[src/rtl/ovl_pkg.sv]
package ovl_pkg;
  typedef enum logic [1:0] {
    ACC_ABS  = 2'd0,
    ACC_DP   = 2'd1,
    ACC_PUSH = 2'd2,
    ACC_POP  = 2'd3
  } acc_kind_e;

  typedef enum logic [1:0] {
    SRC_RAM = 2'd0,
    SRC_ROM = 2'd1,
    SRC_WIN = 2'd2
  } rd_src_e;

  localparam int unsigned ROM_BYTES = 64;

  function automatic logic [ROM_BYTES*8-1:0] default_rom();
    logic [ROM_BYTES*8-1:0] r;
    for (int i = 0; i < ROM_BYTES; i++) r[i*8 +: 8] = 8'(i * 29) ^ 8'h5A;
    return r;
  endfunction
endpackage

[src/rtl/ovl_flags.sv]
module ovl_flags (
  input  logic clk_i,
  input  logic rst_ni,
  input  logic flag_we_i,
  input  logic flag_rom_en_i,
  input  logic flag_ram_wr_i,
  output logic rom_en_o,
  output logic ram_wr_o
);
  always_ff @(posedge clk_i or negedge rst_ni) begin
    if (!rst_ni) begin
      rom_en_o <= 1'b1;
      ram_wr_o <= 1'b1;
    end else if (flag_we_i) begin
      rom_en_o <= flag_rom_en_i;
      ram_wr_o <= flag_ram_wr_i;
    end
  end
endmodule

[src/rtl/ovl_addr_gen.sv]
module ovl_addr_gen
  import ovl_pkg::*;
#(
  parameter int unsigned AW       = 16,
  parameter int unsigned DW       = 8,
  parameter logic [7:0]  SP_RESET = 8'hEF
) (
  input  logic          clk_i,
  input  logic          rst_ni,
  input  logic          req_i,
  input  acc_kind_e     kind_i,
  input  logic          page_i,
  input  logic [AW-1:0] addr_i,
  output logic [AW-1:0] eff_addr_o,
  output logic [DW-1:0] sp_o
);
  localparam int unsigned HI_W = AW - DW - 1;

  logic [DW-1:0] sp_q;
  logic [DW-1:0] sp_inc;

  assign sp_inc = sp_q + 1'b1;
  assign sp_o   = sp_q;

  always_comb begin
    unique case (kind_i)
      ACC_DP:   eff_addr_o = {{HI_W{1'b0}}, page_i, addr_i[DW-1:0]};
      ACC_PUSH: eff_addr_o = {{HI_W{1'b0}}, 1'b1, sp_q};
      ACC_POP:  eff_addr_o = {{HI_W{1'b0}}, 1'b1, sp_inc};
      default:  eff_addr_o = addr_i;
    endcase
  end

  always_ff @(posedge clk_i or negedge rst_ni) begin
    if (!rst_ni) sp_q <= SP_RESET[DW-1:0];
    else if (req_i) begin
      if (kind_i == ACC_PUSH)     sp_q <= sp_q - 1'b1;
      else if (kind_i == ACC_POP) sp_q <= sp_inc;
    end
  end
endmodule

[src/rtl/ovl_read_path.sv]
module ovl_read_path
  import ovl_pkg::*;
#(
  parameter int unsigned           AW       = 16,
  parameter int unsigned           DW       = 8,
  parameter int unsigned           ROM_AW   = 6,
  parameter logic [(2**ROM_AW)*DW-1:0] ROM_INIT = default_rom(),
  parameter logic [15:0]           WIN_BASE = 16'h00F0,
  parameter int unsigned           WIN_AW   = 4
) (
  input  logic          clk_i,
  input  logic          rst_ni,
  input  logic          rd_req_i,
  input  logic [AW-1:0] addr_i,
  input  logic          rom_en_i,
  input  logic [DW-1:0] ram_rdata_i,
  input  logic [DW-1:0] win_rdata_i,
  output logic          win_hit_o,
  output logic          rvalid_o,
  output logic [DW-1:0] rdata_o
);
  logic          rom_hit;
  rd_src_e       src_q;
  logic [DW-1:0] rom_q;
  logic          rvalid_q;

  assign rom_hit   = &addr_i[AW-1:ROM_AW];
  assign win_hit_o = addr_i[AW-1:WIN_AW] == WIN_BASE[AW-1:WIN_AW];

  always_ff @(posedge clk_i or negedge rst_ni) begin
    if (!rst_ni) begin
      rvalid_q <= 1'b0;
      src_q    <= SRC_RAM;
      rom_q    <= '0;
    end else begin
      rvalid_q <= rd_req_i;
      if (rd_req_i) begin
        // select registered to line up with the RAM's read latency
        if (win_hit_o)                src_q <= SRC_WIN;
        else if (rom_hit && rom_en_i) src_q <= SRC_ROM;
        else                          src_q <= SRC_RAM;
        rom_q <= ROM_INIT[addr_i[ROM_AW-1:0]*DW +: DW];
      end
    end
  end

  assign rvalid_o = rvalid_q;

  always_comb begin
    unique case (src_q)
      SRC_ROM: rdata_o = rom_q;
      SRC_WIN: rdata_o = win_rdata_i;
      default: rdata_o = ram_rdata_i;
    endcase
  end
endmodule

[src/rtl/boot_overlay_decoder.sv]
module boot_overlay_decoder
  import ovl_pkg::*;
#(
  parameter int unsigned               AW       = 16,
  parameter int unsigned               DW       = 8,
  parameter int unsigned               ROM_AW   = 6,
  parameter logic [(2**ROM_AW)*DW-1:0] ROM_INIT = default_rom(),
  parameter logic [15:0]               WIN_BASE = 16'h00F0,
  parameter int unsigned               WIN_AW   = 4,
  parameter logic [7:0]                SP_RESET = 8'hEF
) (
  input  logic          clk_i,
  input  logic          rst_ni,
  input  logic          req_i,
  input  logic [1:0]    kind_i,
  input  logic          we_i,
  input  logic          page_i,
  input  logic [AW-1:0] addr_i,
  input  logic [DW-1:0] wdata_i,
  input  logic          flag_we_i,
  input  logic          flag_rom_en_i,
  input  logic          flag_ram_wr_i,
  input  logic [DW-1:0] win_rdata_i,
  input  logic [DW-1:0] ram_rdata_i,
  output logic          ram_en_o,
  output logic          ram_we_o,
  output logic [AW-1:0] ram_addr_o,
  output logic [DW-1:0] ram_wdata_o,
  output logic          win_sel_o,
  output logic          rvalid_o,
  output logic [DW-1:0] rdata_o,
  output logic [DW-1:0] sp_o
);
  acc_kind_e     kind;
  logic          rom_en;
  logic          ram_wr;
  logic          is_wr;
  logic          rd_req;
  logic          win_hit;
  logic [AW-1:0] eff_addr;

  assign kind   = acc_kind_e'(kind_i);
  assign is_wr  = (kind == ACC_PUSH) || ((kind != ACC_POP) && we_i);
  assign rd_req = req_i && !is_wr;

  ovl_flags u_flags (
    .clk_i         (clk_i),
    .rst_ni        (rst_ni),
    .flag_we_i     (flag_we_i),
    .flag_rom_en_i (flag_rom_en_i),
    .flag_ram_wr_i (flag_ram_wr_i),
    .rom_en_o      (rom_en),
    .ram_wr_o      (ram_wr)
  );

  ovl_addr_gen #(.AW(AW), .DW(DW), .SP_RESET(SP_RESET)) u_addr (
    .clk_i      (clk_i),
    .rst_ni     (rst_ni),
    .req_i      (req_i),
    .kind_i     (kind),
    .page_i     (page_i),
    .addr_i     (addr_i),
    .eff_addr_o (eff_addr),
    .sp_o       (sp_o)
  );

  ovl_read_path #(
    .AW(AW), .DW(DW), .ROM_AW(ROM_AW), .ROM_INIT(ROM_INIT),
    .WIN_BASE(WIN_BASE), .WIN_AW(WIN_AW)
  ) u_rd (
    .clk_i       (clk_i),
    .rst_ni      (rst_ni),
    .rd_req_i    (rd_req),
    .addr_i      (eff_addr),
    .rom_en_i    (rom_en),
    .ram_rdata_i (ram_rdata_i),
    .win_rdata_i (win_rdata_i),
    .win_hit_o   (win_hit),
    .rvalid_o    (rvalid_o),
    .rdata_o     (rdata_o)
  );

  // writes bypass the overlay and the window; only the writable flag gates them
  assign ram_we_o    = req_i && is_wr && ram_wr;
  assign ram_en_o    = rd_req || ram_we_o;
  assign ram_addr_o  = eff_addr;
  assign ram_wdata_o = wdata_i;
  assign win_sel_o   = req_i && win_hit;
endmodule

[config.mk]
export PLATFORM = sky130hd
export DESIGN_NAME = boot_overlay_decoder
export DESIGN_NICKNAME = d
export VERILOG_FILES = /design/src/rtl/ovl_pkg.sv /design/src/rtl/ovl_flags.sv /design/src/rtl/ovl_addr_gen.sv /design/src/rtl/ovl_read_path.sv /design/src/rtl/boot_overlay_decoder.sv
export SDC_FILE = /design/constraint.sdc
export NUM_CORES = 1
export LEC_CHECK = 0
export ABC_AREA = 1
export BUFFER_PORTS_ARGS = -buffer_cell sky130_fd_sc_hd__buf_2
export CORE_MARGIN = 4
export CORE_UTILIZATION = 53
export CTS_CLUSTER_SIZE = 14
export DETAILED_ROUTE_END_ITERATION = 8
export PLACE_DENSITY = 0.83
export SLEW_MARGIN = 20
export SYNTH_ARGS = -nofsm -noshare
export SYNTH_HDL_FRONTEND = slang
export SYNTH_HIERARCHICAL = 1
export SYNTH_SLANG_ARGS = --single-unit
[constraint.sdc]
create_clock -name clk_i -period 3.9 [get_ports clk_i]
set_input_delay 0.585 -clock clk_i [delete_from_list [all_inputs] [get_ports clk_i]]
set_output_delay 0.585 -clock clk_i [all_outputs]
set_load 0.01 [all_outputs]
==> results.py, run 1 <==
metrics = {
    "synthesis": {
        "synth.area.top_cells": "nand2_1 (20%), dfrtp_1 (13%), dfstp_2 (10%)",
        "syn_area_per_cell_um2": 6.12,
        "synth_top_area_cell": "nand2_1",
        "synthArstFlopShare": 1.00,
        "synthCells": 372,
        "synth_edf_count": 0,
        "seq_area_frac_synth": 0.236,
        "synth_cell_types": 33,
        "synth_nets": 434,
        "synth-seq-cells": 21,
        "netlist.area_leader.share": 0.203,
        "synth.cell_area_um2": 2280,
        "yosysWarningCount": 6,
        "synth_flop_cell": "dfrtp_1",
    },
    "detailed_routing": {
        "avgRoutedWirePerCell_um": 13.1,
        "finalWirelength_mm": 6.40,
        "vias_per_cell": 5.41,
        "drtPass1Iterations": 5,
        "drtIter0Drc": 259,
        "dr_total_vias": 2637,
        "drc": 0,
        "final_antenna_net_count": 0,
    },
    "worst_setup_path": {
        "crit_required_ns": 3.31,
        "cp_slowest_stage_delay_ns": 0.61,
        "cp_max_fo": 7,
        "cp.arrival_ns": 2.54,
        "crit_path_start_kind": "register",
        "crit_buf_inv": 3,
        "cp-end-kind": "primary output",
        "slowest_stage": "dfstp_2",
        "critPathKind": "register to primary output",
        "crit_family": "flip-flops",
        "crit_chain": "ha_1 > nand3_1 > xor2_1 > o211ai_1 > nand4_1 > inv_1 > nand2_1 > nor2_1 > nand2_1 > inv_1 > buf_2",
    },
    "placement": {
        "placed_cells": 483,
        "place_area_um2": 2590,
        "dpl_worst_slack_ns": 0.834,
        "io_buffers": 77,
        "hpwl_mm": 5.04,
        "gp_routability_congestion": 0.978,
    },
    "outcome": {
        "status": "finished clean",
    },
    "sta": {
        "skew_ns": 0.00201,
        "min_period_ns": 3.12,
        "hold_viol_final": 0,
        "finalSetupTns_ns": 0,
        "max_slew_margin": 0.510,
        "worst_pin_slew_ns": 0.732,
        "finalWorstSetupSlack_ns": 0.779,
        "drv_slew": 0,
        "timing.final.crit_share": 0.800,
        "whs_ns": 0.282,
        "fmax_ghz": 0.320,
        "rsz0062_at_grt": "no",
        "setup-violations-final": 0,
    },
    "finish": {
        "layout-drive-gt1-share": 0.245,
        "nets": 500,
        "design_area_um2": 2640,
        "antennaDiodeCount": 0,
        "syn_to_final_growth_pct": 15.8,
        "layoutNonFillerInstCount": 487,
        "final_util": 0.645,
    },
    "cts": {
        "post_cts_resized": 0,
        "cts_tree": "yes",
        "cts_root_buf": "clkbuf_8",
        "clk_pin_slew_ns": 0.08,
        "h-tree-depth": 1,
        "post_cts_buffers": 0,
        "cts_made_buffers": 3,
        "holdBufCountCts": 0,
        "clock_latency_ns": 0.26,
        "ctsLongestPathBuffers": 2,
        "clock-sinks": 21,
    },
    "die": {
        "num_io_pins": 94,
        "num_rows": 23,
        "dieWidth_um": 73.5,
        "fp.coreArea_um2": 4090,
        "die_y_um": 73.5,
        "die_area_um2": 5410,
        "start_util": 0.557,
    },
    "power_and_ir_drop": {
        "p_per_area_nw_per_um2": 484,
        "power.total_mw": 1.28,
        "peakVddDrop_v": 0.000305,
        "p_leak_nw": 1.49,
    },
    "global_routing": {
        "grt_pass1_wl_mm": 10.2,
        "track_usage": 0.234,
        "grt_max_degree": 22,
        "overflow": 0,
        "grt_pass1_vias": 2419,
        "antenna_found_initial": 0,
    },
    "flow_run": {
        "maxCapViolations": 0,
    },
    "min_path": {
        "hold_class": "input port to asynchronous set/reset pin",
    },
}
==> flip-flops by register name (all words and copies together) (netlist names) <==
| signal | flops |
|---|---|
| u_addr/sp_o | 8 |
| u_rd/rom_q | 8 |
| u_flags/rom_en_o | 1 |
| u_flags/ram_wr_o | 1 |
| u_rd/rvalid_o | 1 |
| u_rd/src_q | 2 |
==> cells in the mapped netlist, types with 2 or more instances <==
master	count
dfrtp_1	12
nand3_1	35
o211ai_1	5
dfstp_2	9
buf_1	2
nand2_1	123
xor2_1	5
nor2_1	35
o21ai_0	15
a21oi_2	2
nand2_2	5
ha_1	12
inv_1	43
buf_4	8
a21oi_1	28
nand3b_1	2
inv_2	3
o21ai_1	4
buf_6	6
nand4_1	5
==> report_power, final <==
| group | total [mW] | internal, mW | switching, mW | leakage (nW) |
|---|---|---|---|---|
| sequential | 0.378 | 0.303 | 0.0751 | 0.246 |
| combinational | 0.751 | 0.266 | 0.485 | 1.22 |
| clock | 0.146 | 0.0712 | 0.0751 | 0.0255 |
==> routing by layer <==
layer	vias to the layer above	part of all wire	global-route usage	routed length, um
met5	-	0	0	0
met4	0	0.027	0.101	174
met3	19	0.067	0.0342	426
met2	118	0.49	0.418	3150
met1	1186	0.41	0.275	2640
li1	1314	-	-	-
==> final cells by class <==
class	count	area, um2
fillers	406	1450
multi-input cells	285	1410
flip-flops and latches	21	537
repair buffers	80	408
inverters	47	176
well taps	50	62.6
clock buffers	3	41.3
clock inverters	1	5.00
==> cell families (layout without fill, tap and decap cells) <==
kind of cell               count (synthesis)  after routing  synth area share
DFF                                       21             21             0.236
and+or+nand+nor                          209            209             0.386
AOI/OAI and AO/OA                         58             58             0.142
buffers and inverters                     66            131             0.147
xor gates and xnor gates                   6              6            0.0231
adders and majority gates                 12             12            0.0660
==> cell usage in the layout (no fill, tap or decap), drive strengths merged, types with 9 or more instances in the layout <==
cell / Yosys / final
nand2: 128 / 128
buf: 17 / 80
inv: 46 / 46
nor2: 37 / 37
nand3: 36 / 36
a21oi: 30 / 30
o21ai: 20 / 20
ha: 12 / 12
dfrtp: 12 / 12
dfstp: 9 / 9
==> final timing paths <==
check	cells after the start	from	slack (ns)	to
hold / removal	1	rst_ni	0.28	u_addr/sp_o[4]
min in group clk_i	2	u_flags/ram_wr_o	0.48	u_flags/ram_wr_o
hold reg to reg	2	u_flags/ram_wr_o	0.48	u_flags/ram_wr_o
max in group asynchronous	1	rst_ni	3.26	u_flags/rom_en_o
setup reg to reg	13	u_addr/sp_o[0]	1.01	u_rd/rom_q[5]
setup / recovery	11	u_addr/sp_o[0]	0.78	win_sel_o
Note: power is estimated with default switching activity, not from simulation.
==> inputs of run 2 (changes only) <==
- CORE_UTILIZATION: 53 -> 49
- PLACE_DENSITY: 0.83 -> 0.77
- clock period: 3.9 -> 3.2 ns (I/O delays scaled with it)
==> results.py, run 2 (synthesized netlist as in run 1, its figures left out) <==
metrics = {
    "global_routing": {
        "track_usage": 0.204,
        "grt_pass1_vias": 2335,
        "grt_max_degree": 22,
        "grt_pass1_wl_mm": 10.4,
        "antenna_found_initial": 0,
        "overflow": 0,
    },
    "sta": {
        "worst_pin_slew_ns": 0.848,
        "timing.final.crit_share": 0.900,
        "drv_slew": 0,
        "hold_viol_final": 0,
        "max_slew_margin": 0.432,
        "setup-violations-final": 0,
        "skew_ns": 0.00309,
        "fmax_ghz": 0.347,
        "min_period_ns": 2.88,
        "rsz0062_at_grt": "no",
        "finalSetupTns_ns": 0,
    },
    "finish": {
        "nets": 501,
        "final_common_cell": "nand2_1",
        "antennaDiodeCount": 0,
        "final_cell_mix": "nand2_1 (123), buf_2 (77), inv_1 (43)",
        "syn_to_final_growth_pct": 16.2,
        "fillCellCount": 456,
        "design_area_um2": 2650,
        "layout-drive-gt1-share": 0.247,
    },
    "detailed_routing": {
        "avgRoutedWirePerCell_um": 12.8,
        "dr_total_vias": 2593,
        "finalWirelength_mm": 6.27,
        "final_antenna_net_count": 0,
        "drtIter0Drc": 123,
        "vias_per_cell": 5.29,
        "drc": 0,
        "drtPass1Iterations": 6,
    },
    "worst_setup_path": {
        "cp_max_fo": 7,
        "reg2reg_depth": 14,
        "rrSetupSlack_ns": 0.60,
        "worstSetupStartpoint": "u_addr/sp_o[0]",
        "timing.rr.start": "u_addr/sp_o[0]",
        "cp.arrival_ns": 2.40,
        "slowest_stage": "dfstp_2",
        "cp_slowest_stage_delay_ns": 0.60,
        "critPathKind": "register to primary output",
        "crit_required_ns": 2.72,
        "rr_endpoint": "u_rd/rom_q[5]",
        "cp-end-kind": "primary output",
        "worstSetupEndpoint": "win_sel_o",
        "crit_path_start_kind": "register",
        "crit_chain": "ha_1 > nand3_1 > xor2_1 > o211ai_1 > nand4_1 > inv_1 > nand2_1 > nor2_1 > nand2_1 > inv_1 > buf_2",
    },
    "cts": {
        "cts_made_buffers": 3,
        "clock_latency_ns": 0.26,
        "holdBufCountCts": 0,
        "post_cts_buffers": 0,
        "clock-sinks": 21,
        "cts_root_buf": "clkbuf_8",
        "post_cts_resized": 0,
        "cts_tree": "yes",
        "clk_pin_slew_ns": 0.08,
        "h-tree-depth": 1,
        "ctsLongestPathBuffers": 2,
    },
    "die": {
        "start_util": 0.516,
        "num_rows": 24,
        "fp.coreArea_um2": 4410,
        "dieWidth_um": 76.2,
        "die_y_um": 76.2,
        "num_io_pins": 94,
        "die_area_um2": 5800,
    },
    "min_path": {
        "hold_class": "input port to asynchronous set/reset pin",
    },
    "placement": {
        "hpwl_mm": 5.01,
        "gp_routability_congestion": 0.947,
        "io_buffers": 77,
        "place_area_um2": 2600,
    },
    "power_and_ir_drop": {
        "p_per_area_nw_per_um2": 585,
        "seqPwrFrac": 0.294,
        "peakVddDrop_v": 0.000381,
        "switching_power_mw": 0.762,
        "combPwrFrac": 0.592,
        "switching_share": 0.493,
        "power.total_mw": 1.55,
        "p_int_mw": 0.785,
        "p_clk_frac": 0.114,
        "p_leak_nw": 1.50,
    },
    "outcome": {
        "status": "finished clean",
    },
    "flow_run": {
        "maxCapViolations": 0,
    },
}
==> run 2: through the flow <==
stage          cells   util  setup slack (ns)  hold WS, ns
2_1_floorplan    372      -             0.338        0.184
3_3_place_gp     486  0.589             0.667        0.454
3_5_place_dp     486  0.589             0.610        0.465
4_1_cts          490  0.599             0.323        0.183
5_1_grt          490  0.599            0.0666        0.198
6_report         490  0.599             0.320        0.175
==> run 2: worst min path at each step <==
stage	start	end	slack, ns	cells after the start
after global routing	rst_ni	u_addr/sp_o[4]	0.20	1
final	rst_ni	u_addr/sp_o[4]	0.18	1
after CTS	rst_ni	u_addr/sp_o[4]	0.18	1
after floorplan	rst_ni	u_addr/sp_o[4]	0.18	0
after global placement	u_flags/rom_en_o	u_flags/rom_en_o	0.45	2
after detailed placement	u_flags/rom_en_o	u_flags/rom_en_o	0.46	2
==> run 2: critical path: cells and delay by family (launching register included) <==
family / cells / cell delay, ns
buf+inv: 3 / 0.24
xor+xnor: 1 / 0.18
flops: 1 / 0.60
simple gates: 5 / 0.51
compound gates: 1 / 0.42
fa+ha+maj: 1 / 0.20
==> run 2: cell type report <==
type / count / area [um2] / share of cell area
inverters: 47 / 176 / 0.0667
well taps: 52 / 65.1 / 0.0246
repair buffers: 81 / 415 / 0.157
flip-flops and latches: 21 / 537 / 0.203
clock buffers: 3 / 41.3 / 0.0156
clock inverters: 1 / 5.00 / 0.00189
multi-input cells: 285 / 1410 / 0.531
==> run 2: power by group through the flow <==
stage	clock network [mW]	logic, mW	registers [mW]
final	0.176	0.917	0.455
after global routing	0.194	1.03	0.471
after CTS	0.183	0.905	0.455
after detailed placement	0	0.898	0.460
after global placement	0	0.897	0.456
after floorplan	0	0.665	0.457
==> run 2: per-layer routing <==
| layer | global-route usage | vias to the layer above | part of all wire |
|---|---|---|---|
| met5 | 0 | - | 0 |
| met4 | 0.0717 | 0 | 0.022 |
| met3 | 0.0402 | 12 | 0.080 |
| met2 | 0.360 | 118 | 0.49 |
| met1 | 0.244 | 1148 | 0.41 |
| li1 | - | 1315 | - |
